## src/rtl/sp_pkg.sv

```systemverilog
package sp_pkg;
  localparam int BLK_CYCLES = 4;

  typedef enum logic [2:0] {
    OP_IRD  = 3'd0,
    OP_IRDI = 3'd1,
    OP_IWR  = 3'd2,
    OP_IWRI = 3'd3,
    OP_FRD  = 3'd4,
    OP_FWR  = 3'd5,
    OP_FER  = 3'd6,
    OP_RSV  = 3'd7
  } sp_op_e;

  typedef enum logic [2:0] {
    RA_DLO  = 3'd0,
    RA_DHI  = 3'd1,
    RA_P0   = 3'd2,
    RA_P1   = 3'd3,
    RA_P2   = 3'd4,
    RA_ADD  = 3'd5,
    RA_SUB  = 3'd6,
    RA_STAT = 3'd7
  } sp_reg_e;

  typedef enum logic [2:0] {
    NB_NONE = 3'd0,
    NB_FRD  = 3'd1,
    NB_FWR  = 3'd2,
    NB_FER  = 3'd3,
    NB_XRD  = 3'd4,
    NB_XWR  = 3'd5
  } nb_kind_e;

  typedef struct packed {
    logic     ram_go;
    logic     nb_go;
    nb_kind_e kind;
    logic     is_wr;
    logic     inc;
  } sp_dec_t;
endpackage

```

## src/rtl/sp_word_mem.sv

```systemverilog
module sp_word_mem #(
  parameter int          WORDS  = 16,
  parameter logic [15:0] RST_VAL = 16'h0000,
  parameter bit          AND_WR = 1'b0,
  parameter int          PAGE   = 4
) (
  input  logic                     clk,
  input  logic                     rst_n,
  input  logic [$clog2(WORDS)-1:0] rd_idx,
  output logic [15:0]              rd_data,
  input  logic                     wr_en,
  input  logic [$clog2(WORDS)-1:0] wr_idx,
  input  logic [15:0]              wr_data,
  input  logic                     er_en,
  input  logic [$clog2(WORDS)-1:0] er_idx
);
  localparam int IW = $clog2(WORDS);
  localparam int PW = $clog2(PAGE);

  logic [15:0] mem [WORDS];
  logic [15:0] wr_val;
  logic        unused_er;

  assign rd_data   = mem[rd_idx];
  assign unused_er = ^er_idx[PW-1:0];

  generate
    if (AND_WR) begin : g_and
      assign wr_val = mem[wr_idx] & wr_data;
    end else begin : g_plain
      assign wr_val = wr_data;
    end
  endgenerate

  always_ff @(posedge clk) begin
    if (!rst_n) begin
      for (int i = 0; i < WORDS; i++) mem[i] <= RST_VAL;
    end else begin
      if (wr_en) mem[wr_idx] <= wr_val;
      if (er_en) begin
        for (int p = 0; p < PAGE; p++)
          mem[{er_idx[IW-1:PW], PW'(p)}] <= RST_VAL;
      end
    end
  end
endmodule

```

## src/rtl/sp_decode.sv

```systemverilog
module sp_decode import sp_pkg::*; (
  input  logic [2:0] op,
  input  logic       ptr_ext,
  input  logic       permit,
  input  logic       busy,
  output sp_dec_t    dec
);
  logic is_i, is_f, x_go, f_go;
  sp_op_e o;

  always_comb begin
    o    = sp_op_e'(op);
    is_i = (o == OP_IRD) || (o == OP_IRDI) || (o == OP_IWR) || (o == OP_IWRI);
    is_f = (o == OP_FRD) || (o == OP_FWR) || (o == OP_FER);
    x_go = is_i && ptr_ext && !busy;
    f_go = is_f && !ptr_ext && permit && !busy;

    dec        = '0;
    dec.ram_go = is_i && !ptr_ext;
    dec.nb_go  = x_go || f_go;
    dec.is_wr  = (o == OP_IWR) || (o == OP_IWRI);
    dec.inc    = ((o == OP_IRDI) || (o == OP_IWRI)) && (dec.ram_go || x_go);
    if (x_go)
      dec.kind = dec.is_wr ? NB_XWR : NB_XRD;
    else if (f_go) begin
      case (o)
        OP_FRD:  dec.kind = NB_FRD;
        OP_FWR:  dec.kind = NB_FWR;
        default: dec.kind = NB_FER;
      endcase
    end else
      dec.kind = NB_NONE;
  end
endmodule

```

## src/rtl/sp_sequencer.sv

```systemverilog
module sp_sequencer import sp_pkg::*; #(
  parameter int FRD_LAT  = 6,
  parameter int FWR_LAT  = 40,
  parameter int FER_LAT  = 200,
  parameter int XMEM_LAT = 5
) (
  input  logic        clk,
  input  logic        rst_n,
  input  logic        accept,
  input  sp_dec_t     dec,
  input  logic [23:0] ptr,
  input  logic [15:0] dbuf,
  output logic        blk_busy,
  output logic        ram_done,
  output logic        blk_wr,
  output logic [23:0] blk_addr,
  output logic [15:0] blk_data,
  output logic        nb_busy,
  output logic        nb_done,
  output nb_kind_e    nb_kind,
  output logic [23:0] nb_addr,
  output logic [15:0] nb_data
);
  localparam int M1     = (FRD_LAT > FWR_LAT) ? FRD_LAT : FWR_LAT;
  localparam int M2     = (FER_LAT > XMEM_LAT) ? FER_LAT : XMEM_LAT;
  localparam int MAXLAT = (M1 > M2) ? M1 : M2;
  localparam int CW     = $clog2(MAXLAT + 1);
  localparam int BW     = $clog2(BLK_CYCLES);

  logic [BW-1:0] blk_cnt;
  logic [CW-1:0] nb_cnt, nb_lat;
  logic          unused_inc;

  assign unused_inc = dec.inc;

  always_comb begin
    case (dec.kind)
      NB_FRD:  nb_lat = CW'(FRD_LAT);
      NB_FWR:  nb_lat = CW'(FWR_LAT);
      NB_FER:  nb_lat = CW'(FER_LAT);
      default: nb_lat = CW'(XMEM_LAT);
    endcase
  end

  always_ff @(posedge clk) begin
    if (!rst_n) begin
      blk_cnt  <= '0;
      blk_wr   <= 1'b0;
      blk_addr <= '0;
      blk_data <= '0;
    end else if (accept && dec.ram_go) begin
      blk_cnt  <= BW'(BLK_CYCLES - 1);
      blk_wr   <= dec.is_wr;
      blk_addr <= ptr;
      blk_data <= dbuf;
    end else if (blk_cnt != '0) begin
      blk_cnt <= blk_cnt - 1'b1;
    end
  end

  always_ff @(posedge clk) begin
    if (!rst_n) begin
      nb_cnt  <= '0;
      nb_kind <= NB_NONE;
      nb_addr <= '0;
      nb_data <= '0;
    end else if (accept && dec.nb_go) begin
      nb_cnt  <= nb_lat;
      nb_kind <= dec.kind;
      nb_addr <= ptr;
      nb_data <= dbuf;
    end else if (nb_cnt != '0) begin
      nb_cnt <= nb_cnt - 1'b1;
    end
  end

  assign blk_busy = (blk_cnt != '0);
  assign ram_done = (blk_cnt == BW'(1));
  assign nb_busy  = (nb_cnt != '0);
  assign nb_done  = (nb_cnt == CW'(1));
endmodule

```

## src/rtl/sp_regs.sv

```systemverilog
module sp_regs import sp_pkg::*; (
  input  logic        clk,
  input  logic        rst_n,
  input  logic        reg_wr,
  input  logic [2:0]  reg_addr,
  input  logic [7:0]  reg_wdata,
  output logic [7:0]  reg_rdata,
  input  logic        inc2,
  input  logic        buf_ld,
  input  logic [15:0] buf_val,
  input  logic        busy,
  output logic [23:0] ptr,
  output logic [15:0] dbuf
);
  logic [23:0] ptr_nx;
  logic [15:0] buf_nx;

  always_comb begin
    ptr_nx = inc2   ? ptr + 24'd2 : ptr;
    buf_nx = buf_ld ? buf_val     : dbuf;
    if (reg_wr) begin
      case (sp_reg_e'(reg_addr))
        RA_DLO:  buf_nx = {dbuf[15:8], reg_wdata};
        RA_DHI:  buf_nx = {reg_wdata, dbuf[7:0]};
        RA_P0:   ptr_nx = {ptr[23:8], reg_wdata};
        RA_P1:   ptr_nx = {ptr[23:16], reg_wdata, ptr[7:0]};
        RA_P2:   ptr_nx = {reg_wdata, ptr[15:0]};
        RA_ADD:  ptr_nx = ptr + {16'h0000, reg_wdata};
        RA_SUB:  ptr_nx = ptr - {16'h0000, reg_wdata};
        default: ;
      endcase
    end
  end

  always_ff @(posedge clk) begin
    if (!rst_n) begin
      ptr  <= '0;
      dbuf <= '0;
    end else begin
      ptr  <= ptr_nx;
      dbuf <= buf_nx;
    end
  end

  always_comb begin
    case (sp_reg_e'(reg_addr))
      RA_DLO:  reg_rdata = dbuf[7:0];
      RA_DHI:  reg_rdata = dbuf[15:8];
      RA_P0:   reg_rdata = ptr[7:0];
      RA_P1:   reg_rdata = ptr[15:8];
      RA_P2:   reg_rdata = ptr[23:16];
      RA_STAT: reg_rdata = {7'b0, busy};
      default: reg_rdata = 8'h00;
    endcase
  end
endmodule

```

## src/rtl/progmem_selfprog.sv

```systemverilog
module progmem_selfprog import sp_pkg::*; #(
  parameter int RAM_WORDS   = 16,
  parameter int FLASH_WORDS = 32,
  parameter int XMEM_WORDS  = 16,
  parameter int ERASE_PAGE  = 4,
  parameter int FRD_LAT     = 6,
  parameter int FWR_LAT     = 40,
  parameter int FER_LAT     = 200,
  parameter int XMEM_LAT    = 5
) (
  input  logic       clk,
  input  logic       rst_n,
  input  logic       reg_wr,
  input  logic [2:0] reg_addr,
  input  logic [7:0] reg_wdata,
  output logic [7:0] reg_rdata,
  input  logic       cmd_valid,
  input  logic [2:0] cmd_op,
  output logic       cmd_ready,
  input  logic       permit,
  output logic       busy
);
  localparam int RAM_IW = $clog2(RAM_WORDS);
  localparam int FL_IW  = $clog2(FLASH_WORDS);
  localparam int XM_IW  = $clog2(XMEM_WORDS);

  sp_dec_t     dec;
  logic        accept, blk_busy, ram_done, blk_wr, nb_done;
  logic [23:0] ptr, blk_addr, nb_addr;
  logic [15:0] dbuf, blk_data, nb_data;
  nb_kind_e    nb_kind;
  logic [15:0] ram_rd, fl_rd, xm_rd, buf_val;
  logic        buf_ld;
  logic        unused_addr;

  assign cmd_ready   = !blk_busy;
  assign accept      = cmd_valid && cmd_ready;
  assign unused_addr = ^{blk_addr, nb_addr};

  sp_decode u_dec (
    .op(cmd_op), .ptr_ext(ptr[23]), .permit(permit), .busy(busy), .dec(dec)
  );

  sp_sequencer #(
    .FRD_LAT(FRD_LAT), .FWR_LAT(FWR_LAT), .FER_LAT(FER_LAT), .XMEM_LAT(XMEM_LAT)
  ) u_seq (
    .clk(clk), .rst_n(rst_n), .accept(accept), .dec(dec), .ptr(ptr), .dbuf(dbuf),
    .blk_busy(blk_busy), .ram_done(ram_done), .blk_wr(blk_wr),
    .blk_addr(blk_addr), .blk_data(blk_data),
    .nb_busy(busy), .nb_done(nb_done), .nb_kind(nb_kind),
    .nb_addr(nb_addr), .nb_data(nb_data)
  );

  always_comb begin
    buf_ld  = 1'b0;
    buf_val = ram_rd;
    if (ram_done && !blk_wr) begin
      buf_ld  = 1'b1;
      buf_val = ram_rd;
    end else if (nb_done && nb_kind == NB_FRD) begin
      buf_ld  = 1'b1;
      buf_val = fl_rd;
    end else if (nb_done && nb_kind == NB_XRD) begin
      buf_ld  = 1'b1;
      buf_val = xm_rd;
    end
  end

  sp_regs u_regs (
    .clk(clk), .rst_n(rst_n), .reg_wr(reg_wr), .reg_addr(reg_addr),
    .reg_wdata(reg_wdata), .reg_rdata(reg_rdata),
    .inc2(accept && dec.inc), .buf_ld(buf_ld), .buf_val(buf_val),
    .busy(busy), .ptr(ptr), .dbuf(dbuf)
  );

  sp_word_mem #(.WORDS(RAM_WORDS), .RST_VAL(16'h0000), .AND_WR(1'b0), .PAGE(ERASE_PAGE)) u_ram (
    .clk(clk), .rst_n(rst_n),
    .rd_idx(blk_addr[RAM_IW:1]), .rd_data(ram_rd),
    .wr_en(ram_done && blk_wr), .wr_idx(blk_addr[RAM_IW:1]), .wr_data(blk_data),
    .er_en(1'b0), .er_idx(blk_addr[RAM_IW:1])
  );

  sp_word_mem #(.WORDS(FLASH_WORDS), .RST_VAL(16'hFFFF), .AND_WR(1'b1), .PAGE(ERASE_PAGE)) u_flash (
    .clk(clk), .rst_n(rst_n),
    .rd_idx(nb_addr[FL_IW:1]), .rd_data(fl_rd),
    .wr_en(nb_done && nb_kind == NB_FWR), .wr_idx(nb_addr[FL_IW:1]), .wr_data(nb_data),
    .er_en(nb_done && nb_kind == NB_FER), .er_idx(nb_addr[FL_IW:1])
  );

  sp_word_mem #(.WORDS(XMEM_WORDS), .RST_VAL(16'h0000), .AND_WR(1'b0), .PAGE(ERASE_PAGE)) u_xmem (
    .clk(clk), .rst_n(rst_n),
    .rd_idx(nb_addr[XM_IW:1]), .rd_data(xm_rd),
    .wr_en(nb_done && nb_kind == NB_XWR), .wr_idx(nb_addr[XM_IW:1]), .wr_data(nb_data),
    .er_en(1'b0), .er_idx(nb_addr[XM_IW:1])
  );
endmodule

```

## config.mk

```make
export PLATFORM = sky130hd
export DESIGN_NAME = progmem_selfprog
export DESIGN_NICKNAME = d
export VERILOG_FILES = /design/src/rtl/sp_pkg.sv /design/src/rtl/sp_word_mem.sv /design/src/rtl/sp_decode.sv /design/src/rtl/sp_sequencer.sv /design/src/rtl/sp_regs.sv /design/src/rtl/progmem_selfprog.sv
export SDC_FILE = /design/constraint.sdc
export NUM_CORES = 2
export LEC_CHECK = 0
export BUFFER_PORTS_ARGS = -buffer_cell sky130_fd_sc_hd__clkbuf_2
export CORE_MARGIN = 2
export CORE_UTILIZATION = 55
export DETAILED_ROUTE_END_ITERATION = 16
export HOLD_SLACK_MARGIN = 0.06
export PLACE_DENSITY = 0.72
export SYNTH_ARGS = -nofsm -noshare
export SYNTH_HDL_FRONTEND = slang
export SYNTH_SLANG_ARGS = --single-unit
```

## constraint.sdc

```tcl
create_clock -name clk -period 9.05 [get_ports clk]
set_input_delay 0.4525 -clock clk [delete_from_list [all_inputs] [get_ports clk]]
set_output_delay 0.4525 -clock clk [all_outputs]
set_load 0.01 [all_outputs]
```

==> impl_results.md <==
- Placer Congestion: 0.927
- Per-cell routed wire length: 23.4 µm
- Maximum vdd drop: 0.173 mV
- Post-route insts no fill: 6193
- DP HPWL: 85.5 mm
- Synthesis-stage register bit count: 1128
- Post-synth EDFFs: 512
- Synth Area in Compound Gates: 9.51%
- DRT Wirelength: 145 mm
- Initial antenna violation count: 1
- Tcrit/Tclk final: 45.7%
- Post-Synth Simple-Gate Area: 20.2%
- Largest family of logic cells by synthesized area: simple AND/OR/NAND/NOR gates
- Ys Warns: 0
- Relative slew margins: 13.7%
- Critical path arrival: 4710 ps
- Global-route wire length before repair: 223 mm
- Run status: complete, no violations
- Area leader, netlist: edfxtp_1
- Synthesized area: 0.0537 mm²
- Total number of vias: 39300
- Clk_skew: 18.2 ps
- Number of global-route vias before repair: 37500
- 1st-pass router iterations: 8
- Initial DRC count: 4868
- Clock Tree Buf Depth: 3
- Max-cap viol count: 0
- Final net count: 4870
- Power per cell area: 190 mW/mm²
- Post-synthesis adder-cell area fraction: 0.755%
- Hold Vio Cnt, Final: 0
- Worst min path class: in -> reg
- Die ar.: 0.100 mm²
- Grt ovf: 0
- ANT nets after route: 0
- CP max FO: 27
- Multiplexer area fraction after synthesis: 13.4%
- Post-synth top area share: 28.6%
- Port bufs: 28
- Die Width: 317 µm
- Starting Density: 55.5%
- Setup TNS: 0 ps
- Synthesized Nets: 5114
- Peak Freq: 242 MHz
- Count leader, synth: nand2_1
- FILL cells: 7759
- H-tree depth: 3
- Mapped Cells: 5064
- Synth Area in XOR/XNOR: 0.522%
- Die height: 317 µm
- Share of post-route cells with drive strength above 1: 12.6%
- Critical path capture point type: flop
- Area grow syn2layout: 8.35%
- Clock-pin slew of the registers on the worst-case setup and hold paths: 60 ps
- Tightest Pin Transition: 1290 ps
- Drt drc: 0
- Avg Inst Size Synth: 10.6 µm²
- Num CTS Buffers: 112
- Final worst path period need: 4140 ps
- I/O pins: 29
- # rows: 114
- Hold-fix buffers, CTS: 0
- Clock Sinks: 1128
- Max-slew violations: 0
- Seq/Total Area, Yosys: 51.6%
- Post-synth cell types: 78
- Top cells by count, synth: nand2_1 (664), dfxtp_1 (616), o21ai_0 (524), edfxtp_1 (512), nand3b_1 (450)
- Crit path required time: 9620 ps
- Setup violations, final: 0
- Top FF cell, synth: dfxtp_1
- RSZ-0062 raised after global routing: false
- Clock root cell: clkbuf_16
- Vias per std cell: 6.35
- Startpoint types: primary input
- Post-CTS Repair Setup Buffers: 0
- Largest net degree at the start of global routing: 129
- PostCTS Resize Cnt: 0
- Cells after DPL: 5982
- Synth async-reset ratio: 0%
- Top post-synthesis cells by area: edfxtp_1 (29%), dfxtp_1 (23%), mux4_2 (11%), nand3b_1 (6.3%), o21ai_0 (4.9%)
- Leakage power: 0.0190 µW
- Kind of critical path: in -> reg
- TritonCTS clock tree: built
- GRT Total Usage: 28.5%
- Clock latency on the worst-skew pair: 700 ps
- Core ar.: 0.0967 mm²
==> per-stage QoR <==
| step | util (%) | setup WS, ps | hold slack (ps) | area (µm²) | power (µW) |
|---|---|---|---|---|---|
| 2_1_floorplan | - | 5340 | 440 | 53700 | 6100 |
| 3_3_place_gp | 56.2 | 4380 | 445 | 54400 | 6330 |
| 3_5_place_dp | 56.2 | 4360 | 451 | 54400 | 6340 |
| 4_1_cts | 60.2 | 4950 | 88.4 | 58200 | 11100 |
| 5_1_grt | 60.2 | 4690 | 112 | 58200 | 11400 |
| 6_report | 60.2 | 4910 | 117 | 58200 | 11100 |
==> power by group <==
group	switching (µW)	internal, µW
sequential	117	5440
clock	2010	2810
combinational	450	249
total	2570	8500
==> cells by family after synthesis <==
logic type / Yosys count
simple gates: 2038
compound gates: 913
flops: 1128
xor+xnor: 32
fa+ha+maj: 32
buf+inv: 529
mux: 392
==> cells in the final DEF (no fill, tap or decap), drive strengths merged, types with 4 or more instances in the layout <==
master,instances
a31oi,10
a22oi,28
nand3b,450
nor3,286
mux4,262
nand2b,18
mux2i,128
a21oi,129
a221oi,13
o22ai,22
o221ai,12
xnor2,20
xor2,12
and3,11
nor4,6
edfxtp,512
a21o,13
o21a,4
or3,5
o2111ai,4
o21bai,4
nand3,34
o31ai,6
ha,30
bufinv,10
inv,37
dfxtp,616
nor2,189
o211ai,6
a211oi,31
o21ai,597
and2,330
nand4,7
clkinv,46
a221o,10
clkbuf,186
nor2b,26
nand2,664
buf,102
==> critical path, cell delays in order <==
cell and delay, ps:
clkbuf_2 550, inv_1 210, nor2_1 240, nand2_1 280, nand2_1 150, o21ai_0 140, fa_1 430, nor2b_1 180
o2111ai_1 180, a211oi_1 440, o31ai_1 160, o31ai_1 570, a211oi_1 180, xnor2_1 170, a221oi_1 270, nor2_1 70
==> final cells by class <==
class | instances | area [µm²] | share of cell area (%)
inverters | 42 | 160 | 0.275
flip-flops and latches | 1128 | 27700 | 47.6
well taps | 1276 | 1600 | 2.74
clock inverters | 51 | 552 | 0.948
clock buffers | 159 | 3280 | 5.64
diodes | 1 | 2.50 | 0.00430
multi-input cells | 3407 | 23900 | 41.1
repair buffers | 129 | 946 | 1.63
==> registers in the layout, indices dropped and copies added (netlist names), named ones only <==
register / flops
u_seq.blk_wr: 1
u_flash.mem: 512
u_xmem.mem: 256
u_seq.nb_cnt: 8
u_seq.nb_data: 16
u_ram.mem: 256
u_seq.nb_addr: 5
u_seq.blk_cnt: 2
u_seq.blk_data: 16
u_regs.dbuf: 16
u_regs.ptr: 24
u_seq.nb_kind: 3
u_seq.blk_addr: 4
==> final timing paths <==
path              slack [ps]                 end  cells past startpoint              start
hold / removal           120        u_seq.blk_wr                      3          cmd_op[1]
hold reg to reg          460   u_seq.nb_data[11]                      2  u_seq.nb_data[11]
setup reg to reg        4940  u_flash.mem[11][8]                      7    u_seq.nb_cnt[4]
setup / recovery        4910      u_regs.ptr[22]                     16        reg_addr[1]
==> per-layer routing <==
metal	vias to the layer above	global-route usage [%]	wire length (µm)
met4	2	10.2	5310
met3	310	4.26	11600
met2	1843	46.1	68900
met5	-	0	12
li1	17800	-	-
met1	19300	39.4	59000
(Power assumes the default switching activity.)
